**src/rtl/term_mmio_pkg.sv**
```systemverilog
package term_mmio_pkg;

  // Word offsets from the base address; the order is software visible.
  localparam int NUM_WORDS = 3;
  localparam int OFF_STAT  = 0;
  localparam int OFF_RXB   = 1;
  localparam int OFF_TXB   = 2;

  // Status field positions (index 0 = least significant).
  localparam int BIT_IE    = 0;
  localparam int BIT_BUSY  = 1;
  localparam int BIT_RDY   = 2;
  localparam int BIT_OVR   = 4;

  typedef enum logic [1:0] {
    SEL_NONE = 2'd0,
    SEL_STAT = 2'd1,
    SEL_RXB  = 2'd2,
    SEL_TXB  = 2'd3
  } rdSel_e;

  // Strobes from control to datapath.
  typedef struct packed {
    logic   loadRx;
    logic   loadTx;
    rdSel_e rdSel;
  } dpCtl_t;

endpackage

```
**src/rtl/term_mmio_decode.sv**
```systemverilog
module term_mmio_decode
  import term_mmio_pkg::*;
#(
  parameter int          ADDR_W    = 8,
  parameter int unsigned BASE_ADDR = 'hF0
) (
  input  logic [ADDR_W-1:0]    addr,
  output logic [NUM_WORDS-1:0] hit
);

  for (genvar k = 0; k < NUM_WORDS; k++) begin : g_hit
    localparam logic [ADDR_W-1:0] WORD_ADDR = ADDR_W'(BASE_ADDR + k);
    assign hit[k] = (addr == WORD_ADDR);
  end

endmodule

```
**src/rtl/term_mmio_ctrl.sv**
```systemverilog
module term_mmio_ctrl
  import term_mmio_pkg::*;
#(
  parameter int DATA_W = 16
) (
  input  logic                 clk,
  input  logic                 rst,
  input  logic [NUM_WORDS-1:0] hit,
  input  logic                 wrEn,
  input  logic                 rdEn,
  input  logic                 ieIn,
  input  logic                 rxValid,
  input  logic                 txDone,
  input  logic                 irqAck,
  output dpCtl_t               ctl,
  output logic [DATA_W-1:0]    statusWord,
  output logic                 busy,
  output logic                 ready,
  output logic                 overrun,
  output logic                 pendIn,
  output logic                 pendOut,
  output logic                 txStart,
  output logic                 irq
);

  logic ieQ;
  logic wrStat, rdRx, wrTxOk, doneEvt, ackIn, ackOut;
  logic ieNext, busyNext, readyNext, ovrNext, pendInNext, pendOutNext;

  // Bus events
  assign wrStat  = wrEn & hit[OFF_STAT];
  assign rdRx    = rdEn & hit[OFF_RXB];
  assign wrTxOk  = wrEn & hit[OFF_TXB] & ~busy;
  assign doneEvt = txDone & busy;

  // One grant per acknowledge, input first
  assign ackIn   = irqAck & pendIn;
  assign ackOut  = irqAck & ~pendIn & pendOut;

  always_comb begin
    ieNext = ieQ;
    if (wrStat) ieNext = ieIn;

    busyNext = busy;
    if (wrTxOk)       busyNext = 1'b1;
    else if (doneEvt) busyNext = 1'b0;

    readyNext = ready;
    ovrNext   = overrun;
    if (rxValid) begin
      readyNext = 1'b1;
      ovrNext   = overrun | (ready & ~rdRx);
      if (rdRx) ovrNext = 1'b0;
    end else if (rdRx) begin
      readyNext = 1'b0;
      ovrNext   = 1'b0;
    end

    pendInNext = pendIn;
    if (ackIn | rdRx)      pendInNext = 1'b0;
    if (rxValid & ieQ)     pendInNext = 1'b1;

    pendOutNext = pendOut;
    if (ackOut)            pendOutNext = 1'b0;
    if (doneEvt & ieQ)     pendOutNext = 1'b1;
  end

  always_ff @(posedge clk) begin
    if (rst) begin
      ieQ     <= 1'b0;
      busy    <= 1'b0;
      ready   <= 1'b0;
      overrun <= 1'b0;
      pendIn  <= 1'b0;
      pendOut <= 1'b0;
      txStart <= 1'b0;
    end else begin
      ieQ     <= ieNext;
      busy    <= busyNext;
      ready   <= readyNext;
      overrun <= ovrNext;
      pendIn  <= pendInNext;
      pendOut <= pendOutNext;
      txStart <= wrTxOk;
    end
  end

  assign irq = pendIn | pendOut;

  // Strobes to datapath
  always_comb begin
    ctl.loadRx = rxValid;
    ctl.loadTx = wrTxOk;
    if (hit[OFF_STAT])     ctl.rdSel = SEL_STAT;
    else if (hit[OFF_RXB]) ctl.rdSel = SEL_RXB;
    else if (hit[OFF_TXB]) ctl.rdSel = SEL_TXB;
    else                   ctl.rdSel = SEL_NONE;
  end

  always_comb begin
    statusWord           = '0;
    statusWord[BIT_IE]   = ieQ;
    statusWord[BIT_BUSY] = busy;
    statusWord[BIT_RDY]  = ready;
    statusWord[BIT_OVR]  = overrun;
  end

endmodule

```
**src/rtl/term_mmio_dp.sv**
```systemverilog
module term_mmio_dp
  import term_mmio_pkg::*;
#(
  parameter int DATA_W = 16,
  parameter int CHAR_W = 8
) (
  input  logic              clk,
  input  logic              rst,
  input  dpCtl_t            ctl,
  input  logic [DATA_W-1:0] wrData,
  input  logic [CHAR_W-1:0] rxChar,
  input  logic [DATA_W-1:0] statusWord,
  output logic [DATA_W-1:0] rdData,
  output logic [CHAR_W-1:0] txChar
);

  logic [CHAR_W-1:0] rxBuf;
  logic [DATA_W-1:0] txBuf;

  always_ff @(posedge clk) begin
    if (rst) begin
      rxBuf <= '0;
      txBuf <= '0;
    end else begin
      if (ctl.loadRx) rxBuf <= rxChar;
      if (ctl.loadTx) txBuf <= wrData;
    end
  end

  assign txChar = txBuf[CHAR_W-1:0];

  always_comb begin
    unique case (ctl.rdSel)
      SEL_STAT: rdData = statusWord;
      SEL_RXB:  rdData = DATA_W'(rxBuf);
      SEL_TXB:  rdData = txBuf;
      default:  rdData = '0;
    endcase
  end

endmodule

```
**src/rtl/term_mmio.sv**
```systemverilog
module term_mmio
  import term_mmio_pkg::*;
#(
  parameter int          ADDR_W    = 8,
  parameter int          DATA_W    = 16,
  parameter int          CHAR_W    = 8,
  parameter int unsigned BASE_ADDR = 'hF0
) (
  input  logic              clk,
  input  logic              rst,
  input  logic [ADDR_W-1:0] addr,
  input  logic              wrEn,
  input  logic              rdEn,
  input  logic [DATA_W-1:0] wrData,
  output logic [DATA_W-1:0] rdData,
  input  logic              rxValid,
  input  logic [CHAR_W-1:0] rxChar,
  output logic              txStart,
  output logic [CHAR_W-1:0] txChar,
  input  logic              txDone,
  output logic              irq,
  input  logic              irqAck
);

  logic [NUM_WORDS-1:0] hit;
  dpCtl_t               ctl;
  logic [DATA_W-1:0]    statusWord;
  logic                 busy, ready, overrun, pendIn, pendOut;

  term_mmio_decode #(.ADDR_W(ADDR_W), .BASE_ADDR(BASE_ADDR)) u_decode (
    .addr (addr),
    .hit  (hit)
  );

  term_mmio_ctrl #(.DATA_W(DATA_W)) u_ctrl (
    .clk        (clk),
    .rst        (rst),
    .hit        (hit),
    .wrEn       (wrEn),
    .rdEn       (rdEn),
    .ieIn       (wrData[BIT_IE]),
    .rxValid    (rxValid),
    .txDone     (txDone),
    .irqAck     (irqAck),
    .ctl        (ctl),
    .statusWord (statusWord),
    .busy       (busy),
    .ready      (ready),
    .overrun    (overrun),
    .pendIn     (pendIn),
    .pendOut    (pendOut),
    .txStart    (txStart),
    .irq        (irq)
  );

  term_mmio_dp #(.DATA_W(DATA_W), .CHAR_W(CHAR_W)) u_dp (
    .clk        (clk),
    .rst        (rst),
    .ctl        (ctl),
    .wrData     (wrData),
    .rxChar     (rxChar),
    .statusWord (statusWord),
    .rdData     (rdData),
    .txChar     (txChar)
  );

endmodule

```
**config.mk**
```make
export PLATFORM = sky130hd
export DESIGN_NAME = term_mmio
export DESIGN_NICKNAME = d
export VERILOG_FILES = /design/src/rtl/term_mmio_pkg.sv /design/src/rtl/term_mmio_decode.sv /design/src/rtl/term_mmio_ctrl.sv /design/src/rtl/term_mmio_dp.sv /design/src/rtl/term_mmio.sv
export SDC_FILE = /design/constraint.sdc
export NUM_CORES = 1
export LEC_CHECK = 0
export ABC_AREA = 1
export BUFFER_PORTS_ARGS = -buffer_cell sky130_fd_sc_hd__buf_2
export CORE_ASPECT_RATIO = 0.75
export CORE_MARGIN = 2
export CORE_UTILIZATION = 45
export CTS_BUF_LIST = sky130_fd_sc_hd__clkbuf_8
export CTS_CLUSTER_DIAMETER = 80
export DETAILED_ROUTE_END_ITERATION = 8
export GPL_ROUTABILITY_DRIVEN = 0
export GPL_TIMING_DRIVEN = 0
export PLACE_DENSITY = 0.74
export REMOVE_ABC_BUFFERS = 1
export SLEW_MARGIN = 0
export SYNTH_ARGS = -nofsm -noshare
export SYNTH_HDL_FRONTEND = slang
export SYNTH_HIERARCHICAL = 1
export SYNTH_SLANG_ARGS = --single-unit
export TNS_END_PERCENT = 20
```
**constraint.sdc**
```tcl
create_clock -name clk -period 3.8 [get_ports clk]
set_clock_uncertainty 0.05 [all_clocks]
set_input_delay 0.76 -clock clk [delete_from_list [all_inputs] [get_ports clk]]
set_output_delay 0.76 -clock clk [all_outputs]
set_load 0.01 [all_outputs]
```
==> results of run 1 <==
## metrics by stage
| stage | total power, mW | setup TNS, ps | hold slack [ps] |
|---|---|---|---|
| after floorplan | 0.362 | 0 | 378 |
| after global placement | 0.391 | -102 | 408 |
| after detailed placement | 0.391 | -221 | 410 |
| after CTS | 0.666 | 0 | 418 |
| after global routing | 0.692 | 0 | 457 |
| final | 0.662 | 0 | 414 |
## final timing paths
path | depth (start not counted) | to | from | slack [ps]
setup reg to reg | 6 | u_dp/txBuf[8] | u_ctrl/busy | 2330
hold reg to reg | 2 | u_ctrl/pendOut | u_ctrl/pendOut | 410
setup / recovery | 10 | rdData[1] | addr[3] | 340
hold / removal | 2 | u_ctrl/pendOut | u_ctrl/pendOut | 410
## cells by family (layout without fill, tap and decap cells)
group	Yosys count	after routing	synth area share, %
AO/OA/AOI/OAI	31	31	9.54
buffers and inverters	50	88	18.9
other	1	12	0.222
flip-flops	31	31	36.7
AND/OR/NAND/NOR	139	139	34.7
## critical path, delay by kind of cell
kind                   cells  cell delay [ps]
AND/OR/NAND/NOR            7             1290
buffers and inverters      3              600
## area by class of cell
class / instances / area [um^2]
inverters: 16 / 60.1
clock buffers: 7 / 96.3
fillers: 367 / 1670
well taps: 52 / 65.1
multi-input cells: 182 / 800
clock inverters: 1 / 3.75
flip-flops and latches: 31 / 621
repair buffers: 64 / 320
## layout by cell type (no fill, tap or decap)
cell / instances
conb_1: 12
nor2_1: 58
inv_1: 14
nand3_1: 36
nand2_1: 40
nor2_4: 2
o21ai_0: 23
dfxtp_1: 31
clkbuf_8: 7
o21bai_2: 1
or2_2: 1
buf_2: 64
a21oi_1: 5
o21ai_1: 1
o21ai_2: 1
inv_2: 3
nor2_2: 2
## state kept, by name, indices dropped and copies added, names as in the netlist
name and flops:
u_ctrl/busy 1, u_ctrl/ieQ 1, u_ctrl/overrun 1, u_ctrl/pendIn 1, u_ctrl/pendOut 1, u_ctrl/ready 1, u_ctrl/txStart 1, u_dp/rxBuf 8
u_dp/txBuf 16
## routing by layer
| layer | routed length (um) | GRT usage [%] |
|---|---|---|
| met5 | 0 | 0 |
| met4 | 49 | 5.36 |
| met3 | 251 | 5.65 |
| met2 | 1470 | 28.6 |
| met1 | 1860 | 26.9 |
## report_power, final
group | internal [mW] | leakage, nW | switching, mW | total, mW
sequential | 0.333 | 0.252 | 0.00394 | 0.337
combinational | 0.0217 | 0.756 | 0.0259 | 0.0476
clock | 0.162 | 0.0557 | 0.115 | 0.277
total | 0.517 | 1.06 | 0.145 | 0.662
## what timing repair did
| action | CTS | global route |
|---|---|---|
| gates resized for setup | 1 | 1 |
| endpoints found under the setup margin | 4 | 16 |
| endpoints found under the hold margin | 0 | 0 |
| pin swaps | 0 | 0 |
| cloned | 0 | 0 |
==> impl_metrics.yaml, run 1 <==
synth:
  yosysUniqueCellTypes: 18
  yosys.area.top_type_share_pct: 36.7
  synth-edff-count: 0
  synth_seq_cells: 31
  netlist_instances: 252
  yosys-top-cells-area: "dfxtp_1 (37%), buf_4 (14%), nor2_1 (13%), nand3_1 (11%), nand2_1 (8.9%)"
  ys_warn_count: 6
  async_flop_share_pct: 0
  synth_area_leader_cell: "dfxtp_1"
  syn_area_um2: 1690
  ys_seq_area_share_pct: 36.7
  ys.flop_type: "dfxtp_1"
  yosysMostFrequentCell: "nor2_1"
  synth_common_cells: "nor2_1 (59), nand2_1 (40), nand3_1 (36)"
  syn_area_per_cell_um2: 6.71
clocking:
  clk_latency_ps: 280
  cts_max_level: 2
  cts.reportedPaths.clkPinSlew_ps: 60
  cts_max_path_buffers: 2
  cts_tree: "done"
  cts-root-buf: "clkbuf_8"
  cts_buffers: 5
  cts.sinks: 31
  hold_buffers: 0
  post_cts_buffers: 0
setup_path:
  cpMaxStageDelayCell: "nor2_2"
  crit_path_end_kind: "primary output"
  cp.required_ps: 2990
  crit_fanout: 19
  cp-start-kind: "input port"
  path_class: "in2out"
  slowest_delay_ps: 590
  path_cells: "buf_2, nor2_4, nand2_1, nor2_1, nor2_1, nor2_2, inv_1, nand3_1, nand3_1, buf_2"
  arrival_ps: 2650
layout:
  antennaDiodeCount: 0
  final_layout_size_suffix_gt1_share_pct: 26.9
  nets: 339
  area_growth_pct: 16.2
  design_area_um2: 1970
  fin_util_pct: 54.0
  final_cells: 353
sta:
  min_period_over_period_pct: 91.0
  finalMaxSlewViolations: 0
  slew_headroom_pct: 49.5
  hold_viol: 0
  setup_violations: 0
  min_period_ps: 3460
  fmax_mhz: 289
  fin_ws_ps: 341
  worst_pin_slew_ps: 757
  rsz0062_at_grt: "no"
global_route:
  grt_pass1_vias: 1463
  grt_pass1_wl_um: 6290
  antenna_found_initial: 0
  grt_max_degree: 25
  overflow: 0
  grtUsageTotal_pct: 19.1
floorplanning:
  initial_core_util_pct: 46.5
  pin_count: 65
  die-area_um2: 4270
  std_cell_rows: 19
  fp.dieH_um: 57.1
  core_um2: 3640
  dieWidth_um: 74.8
routing:
  wl_per_cell_um: 10.3
  drt-total-wl_um: 3630
  dr.pass1.iters: 4
  detail_route.vias_per_cell: 4.60
  drtAntennaViolNets: 0
  dr_total_vias: 1623
  remaining_drc_errors: 0
  drtIter0Drc: 60
flow_run:
  max_cap_violations: 0
placed_design:
  place_ws_ps: -68.2
  place_inst: 345
  dp_hpwl_um: 2640
  place_area_um2: 1860
  io_buffers: 64
power:
  powerDensity_nw_per_um2: 337
  power.leakage_nw: 1.06
  peakVddDrop_mv: 0.239
status:
  status: "completed"
min_path:
  hold_class: "reg2reg"
No activity file was read; power rests on OpenSTA's default activity.
==> run 2: changes to the inputs <==
--- a/config.mk
+++ b/config.mk
@@ -15,7 +15,7 @@
 export DETAILED_ROUTE_END_ITERATION = 8
 export GPL_ROUTABILITY_DRIVEN = 0
 export GPL_TIMING_DRIVEN = 0
-export PLACE_DENSITY = 0.74
+export PLACE_DENSITY = 0.77
 export REMOVE_ABC_BUFFERS = 1
 export SLEW_MARGIN = 0
 export SYNTH_ARGS = -nofsm -noshare
==> constraint.sdc (replaced) <==
create_clock -name clk -period 3.1 [get_ports clk]
set_clock_uncertainty 0.05 [all_clocks]
set_input_delay 0.62 -clock clk [delete_from_list [all_inputs] [get_ports clk]]
set_output_delay 0.62 -clock clk [all_outputs]
set_load 0.01 [all_outputs]
==> run 2 against run 1 <==
Net effect: utilization rose by 0.62 points; wire length is 2.3% higher; worst hold slack better by 10 ps; total power up 19%; first-iteration DRC count grew 52%.
==> impl_metrics.yaml, run 2 (same netlist as run 1, synthesis figures left out) <==
sta:
  final.setup.tns_ps: 0
  worst_pin_slew_ps: 580
  hold_viol: 0
  fmax_mhz: 353
  finalMaxSlewViolations: 0
  min_period_over_period_pct: 91.4
  slew_headroom_pct: 61.3
  rsz0062_at_grt: "no"
  setup_violations: 0
  min_period_ps: 2830
floorplanning:
  std_cell_rows: 19
  initial_core_util_pct: 46.5
  fp.dieH_um: 57.1
  core_um2: 3640
  dieWidth_um: 74.8
  pin_count: 65
  die-area_um2: 4270
global_route:
  grt_pass1_vias: 1346
  antenna_found_initial: 0
  grt_max_degree: 25
  grtUsageTotal_pct: 18.4
  grt_pass1_wl_um: 5960
  overflow: 0
clocking:
  cts_max_level: 2
  cts.sinks: 31
  hold_buffers: 0
  cts_buffers: 5
  clk_latency_ps: 270
  cts_max_path_buffers: 2
  cts.reportedPaths.clkPinSlew_ps: 60
  cts-root-buf: "clkbuf_8"
  cts_tree: "done"
layout:
  largest_register_ff_count: 16
  final_cell_mix: "buf_2 (64), nor2_1 (58), nand2_1 (40)"
  multi_input_area_um2: 812
  antennaDiodeCount: 0
  area_growth_pct: 17.5
  design_area_um2: 1990
  final_common_cell: "buf_2"
  final_cells: 355
  final-seq-area_um2: 621
  nets: 342
  fill_cells: 385
  final_layout_size_suffix_gt1_share_pct: 27.7
  top_register: "u_dp/txBuf"
  largestRegisters: "u_dp/txBuf (16), u_dp/rxBuf (8)"
routing:
  wl_met2_um: 1570
  wl_per_cell_um: 10.5
  remaining_drc_errors: 0
  dr.pass1.iters: 4
  wl_met3_um: 231
  detail_route.vias_per_cell: 4.49
  highest_layer: "met4"
  drt-total-wl_um: 3710
  drtIter0Drc: 91
  drtAntennaViolNets: 0
  drt-met1-wl_um: 1900
  dr_total_vias: 1593
power:
  powerDensity_nw_per_um2: 394
  peakVddDrop_mv: 0.275
  total_power_mw: 0.784
  power.leakage_nw: 1.07
setup_path:
  crit_fanout: 18
  cp.required_ps: 2430
  r2r_start: "u_ctrl/busy"
  cp-start-kind: "input port"
  path_class: "in2out"
  r2r_end: "u_dp/txBuf[10]"
  arrival_ps: 2160
  r2r_cells: 6
  crit_path_end_kind: "primary output"
  rrSetupSlack_ps: 1620
min_path:
  hold_class: "reg2reg"
  holdCritStartpoint: "u_ctrl/pendOut"
  min_to: "u_ctrl/pendOut"
  whs_path_depth: 2
placed_design:
  place_inst: 345
  io_buffers: 64
  place_area_um2: 1860
  dp_hpwl_um: 2650
flow_run:
  max_cap_violations: 0
status:
  status: "completed"
## run 2: layout make-up
class | count | area share, %
flip-flops and latches | 31 | 31.2
clock buffers | 6 | 4.15
inverters | 16 | 3.02
repair buffers | 67 | 17.2
clock inverters | 1 | 0.252
multi-input cells | 182 | 40.8
well taps | 52 | 3.27
## run 2: where the power goes
part	internal [mW]	switching, mW
registers	0.408	0.00484
clock network	0.174	0.138
logic	0.0270	0.0320
total	0.609	0.175
## run 2: worst max-delay path by stage
stage	start	end	cells past startpoint
2_1_floorplan	addr[7]	rdData[0]	9
3_3_place_gp	addr[3]	rdData[4]	10
3_5_place_dp	addr[3]	rdData[4]	10
4_1_cts	addr[3]	rdData[3]	10
5_1_grt	addr[1]	rdData[10]	12
6_report	addr[3]	rdData[15]	11
## run 2: repair_timing
item	CTS	global route
gates resized for setup	3	1
pin swaps	0	1
gates cloned	0	0
buffers inserted	0	3
setup endpoints to repair	16	16
## run 2: per-stage QoR
| stage | util (%) | hold WS [ps] | worst slack (ps) |
|---|---|---|---|
| finish | 54.7 | 424 | 267 |
| global route | 54.7 | 450 | 38.2 |
| CTS | 53.8 | 417 | 59.9 |
| detailed placement | 51.1 | 408 | -460 |
| global placement | 51.1 | 399 | -464 |
| floorplan | - | 378 | 199 |
## run 2: routing by layer
layer | vias to the layer above | track usage, %
li1 | 862 | -
met1 | 682 | 25.7
met2 | 47 | 26.9
met3 | 2 | 7.42
met4 | 0 | 3.83
met5 | - | 0
## run 2: worst max-delay path, stage by stage
cell and delay [ps]:
buf_2 110, nor2_4 110, nand2_1 60, nor2_1 200, inv_1 110, o21bai_4 370, nand2_1 90, inv_1 210
nand2_1 80, nand2_1 80, buf_2 120
==> run 3: changes to the inputs <==
--- a/config.mk
+++ b/config.mk
@@ -17,6 +17,7 @@
 export GPL_TIMING_DRIVEN = 0
 export PLACE_DENSITY = 0.77
 export REMOVE_ABC_BUFFERS = 1
+export SETUP_SLACK_MARGIN = 0.5
 export SLEW_MARGIN = 0
 export SYNTH_ARGS = -nofsm -noshare
 export SYNTH_HDL_FRONTEND = slang
==> run 3 against run 2 <==
Net effect: critical path depth down 1; first-iteration DRC count up 29%; critical endpoint is now rdData[3]; via count up 2.7%; critical path type unchanged; final cell count up 1.7%; sequential cell count unchanged; largest power group unchanged.
==> impl_metrics.yaml, run 3 (same netlist as run 1, synthesis figures left out) <==
setup_path:
  cp.required_ps: 2430
  crit_path_end_kind: "primary output"
  arrival_ps: 1840
  crit_fanout: 9
  r2r_cells: 6
  r2r_start: "u_ctrl/busy"
  path_class: "in2out"
  cp-start-kind: "input port"
  rrSetupSlack_ps: 1630
  r2r_end: "u_dp/txBuf[10]"
status:
  status: "completed"
layout:
  top_register: "u_dp/txBuf"
  fill_cells: 393
  nets: 348
  final-seq-area_um2: 621
  antennaDiodeCount: 0
  multi_input_area_um2: 842
  final_cell_mix: "buf_2 (64), nor2_1 (55), nand2_1 (39)"
  final_common_cell: "buf_2"
  design_area_um2: 2070
  final_layout_size_suffix_gt1_share_pct: 31.1
  area_growth_pct: 22.4
  largest_register_ff_count: 16
  largestRegisters: "u_dp/txBuf (16), u_dp/rxBuf (8)"
floorplanning:
  dieWidth_um: 74.8
  core_um2: 3640
  fp.dieH_um: 57.1
  initial_core_util_pct: 46.5
  std_cell_rows: 19
  die-area_um2: 4270
  pin_count: 65
clocking:
  cts_max_level: 2
  cts.reportedPaths.clkPinSlew_ps: 60
  cts_buffers: 5
  hold_buffers: 0
  cts-root-buf: "clkbuf_8"
  cts.sinks: 31
  cts_max_path_buffers: 2
  clk_latency_ps: 270
  cts_tree: "done"
placed_design:
  place_area_um2: 1860
  dp_hpwl_um: 2650
  io_buffers: 64
routing:
  highest_layer: "met4"
  wl_met2_um: 1720
  drtAntennaViolNets: 0
  remaining_drc_errors: 0
  drtIter0Drc: 117
  dr_total_vias: 1636
  wl_met3_um: 291
  dr.pass1.iters: 4
  detail_route.vias_per_cell: 4.53
  drt-met1-wl_um: 1880
  wl_per_cell_um: 10.8
  drt-total-wl_um: 3900
sta:
  hold_viol: 0
  rsz0062_at_grt: "no"
  fmax_mhz: 399
  finalMaxSlewViolations: 0
  min_period_ps: 2510
  min_period_over_period_pct: 80.9
  setup_violations: 0
  slew_headroom_pct: 59.8
  worst_pin_slew_ps: 603
global_route:
  antenna_found_initial: 0
  grt_pass1_vias: 1371
  grt_max_degree: 25
  grtUsageTotal_pct: 18.7
  grt_pass1_wl_um: 6050
  overflow: 0
power:
  power.leakage_nw: 1.11
  peakVddDrop_mv: 0.272
  total_power_mw: 0.788
  powerDensity_nw_per_um2: 380
min_path:
  holdCritStartpoint: "u_ctrl/pendOut"
  hold_class: "reg2reg"
  min_to: "u_ctrl/pendOut"
  whs_path_depth: 2
flow_run:
  max_cap_violations: 0
run 3: what timing repair did:
item / CTS / global route
endpoints found under the setup margin: 16 / 16
pin swaps: 3 / 4
resized for setup: 8 / 9
cloned: 0 / 1
endpoints found under the hold margin: 0 / 0
setup buffers: 5 / 3
run 3: critical path, stage by stage:
cell	delay (ps)
buf_2	110
nor2_4	110
nand2_1	100
nor2_4	150
buf_4	140
o21bai_4	90
inv_2	170
nand3_1	90
nand3_1	120
buf_2	140
run 3: routing by layer:
layer  GRT usage (%)  up-vias
li1                -      875
met2            27.6       52
met3            7.42        2
met4            3.83        0
met1            26.1      707
met5               0        -
run 3: where the power goes:
group,leakage (nW),internal [mW],switching [mW]
registers,0.252,0.408,0.00482
logic,0.814,0.0280,0.0344
clock network,0.0470,0.174,0.139
total,1.11,0.610,0.178
run 3: layout make-up:
| class | instances | area share, % |
|---|---|---|
| Sequential cell | 31 | 30.0 |
| Inverter | 16 | 2.90 |
| Multi-Input combinational cell | 182 | 40.7 |
| Tap cell | 52 | 3.14 |
| Clock buffer | 6 | 3.99 |
| Clock inverter | 1 | 0.242 |
| Timing Repair Buffer | 73 | 19.1 |
run 3: worst max-delay path by stage:
stage | from | to | slack [ps] | depth (start not counted)
3_3_place_gp | addr[3] | rdData[4] | -460 | 10
3_5_place_dp | addr[3] | rdData[4] | -460 | 10
2_1_floorplan | addr[7] | rdData[0] | 200 | 9
4_1_cts | addr[3] | rdData[3] | 500 | 10
6_report | addr[3] | rdData[3] | 590 | 10
5_1_grt | addr[3] | rdData[10] | 490 | 11
run 3: stage by stage:
step	cells	setup slack, ps	utilization (%)	setup TNS [ps]	hold slack (ps)
final	361	593	56.9	0	416
after global placement	345	-464	51.1	-5540	399
after CTS	357	501	55.4	0	417
after floorplan	229	199	-	0	378
after global routing	361	488	56.9	0	450
after detailed placement	345	-460	51.1	-5740	408
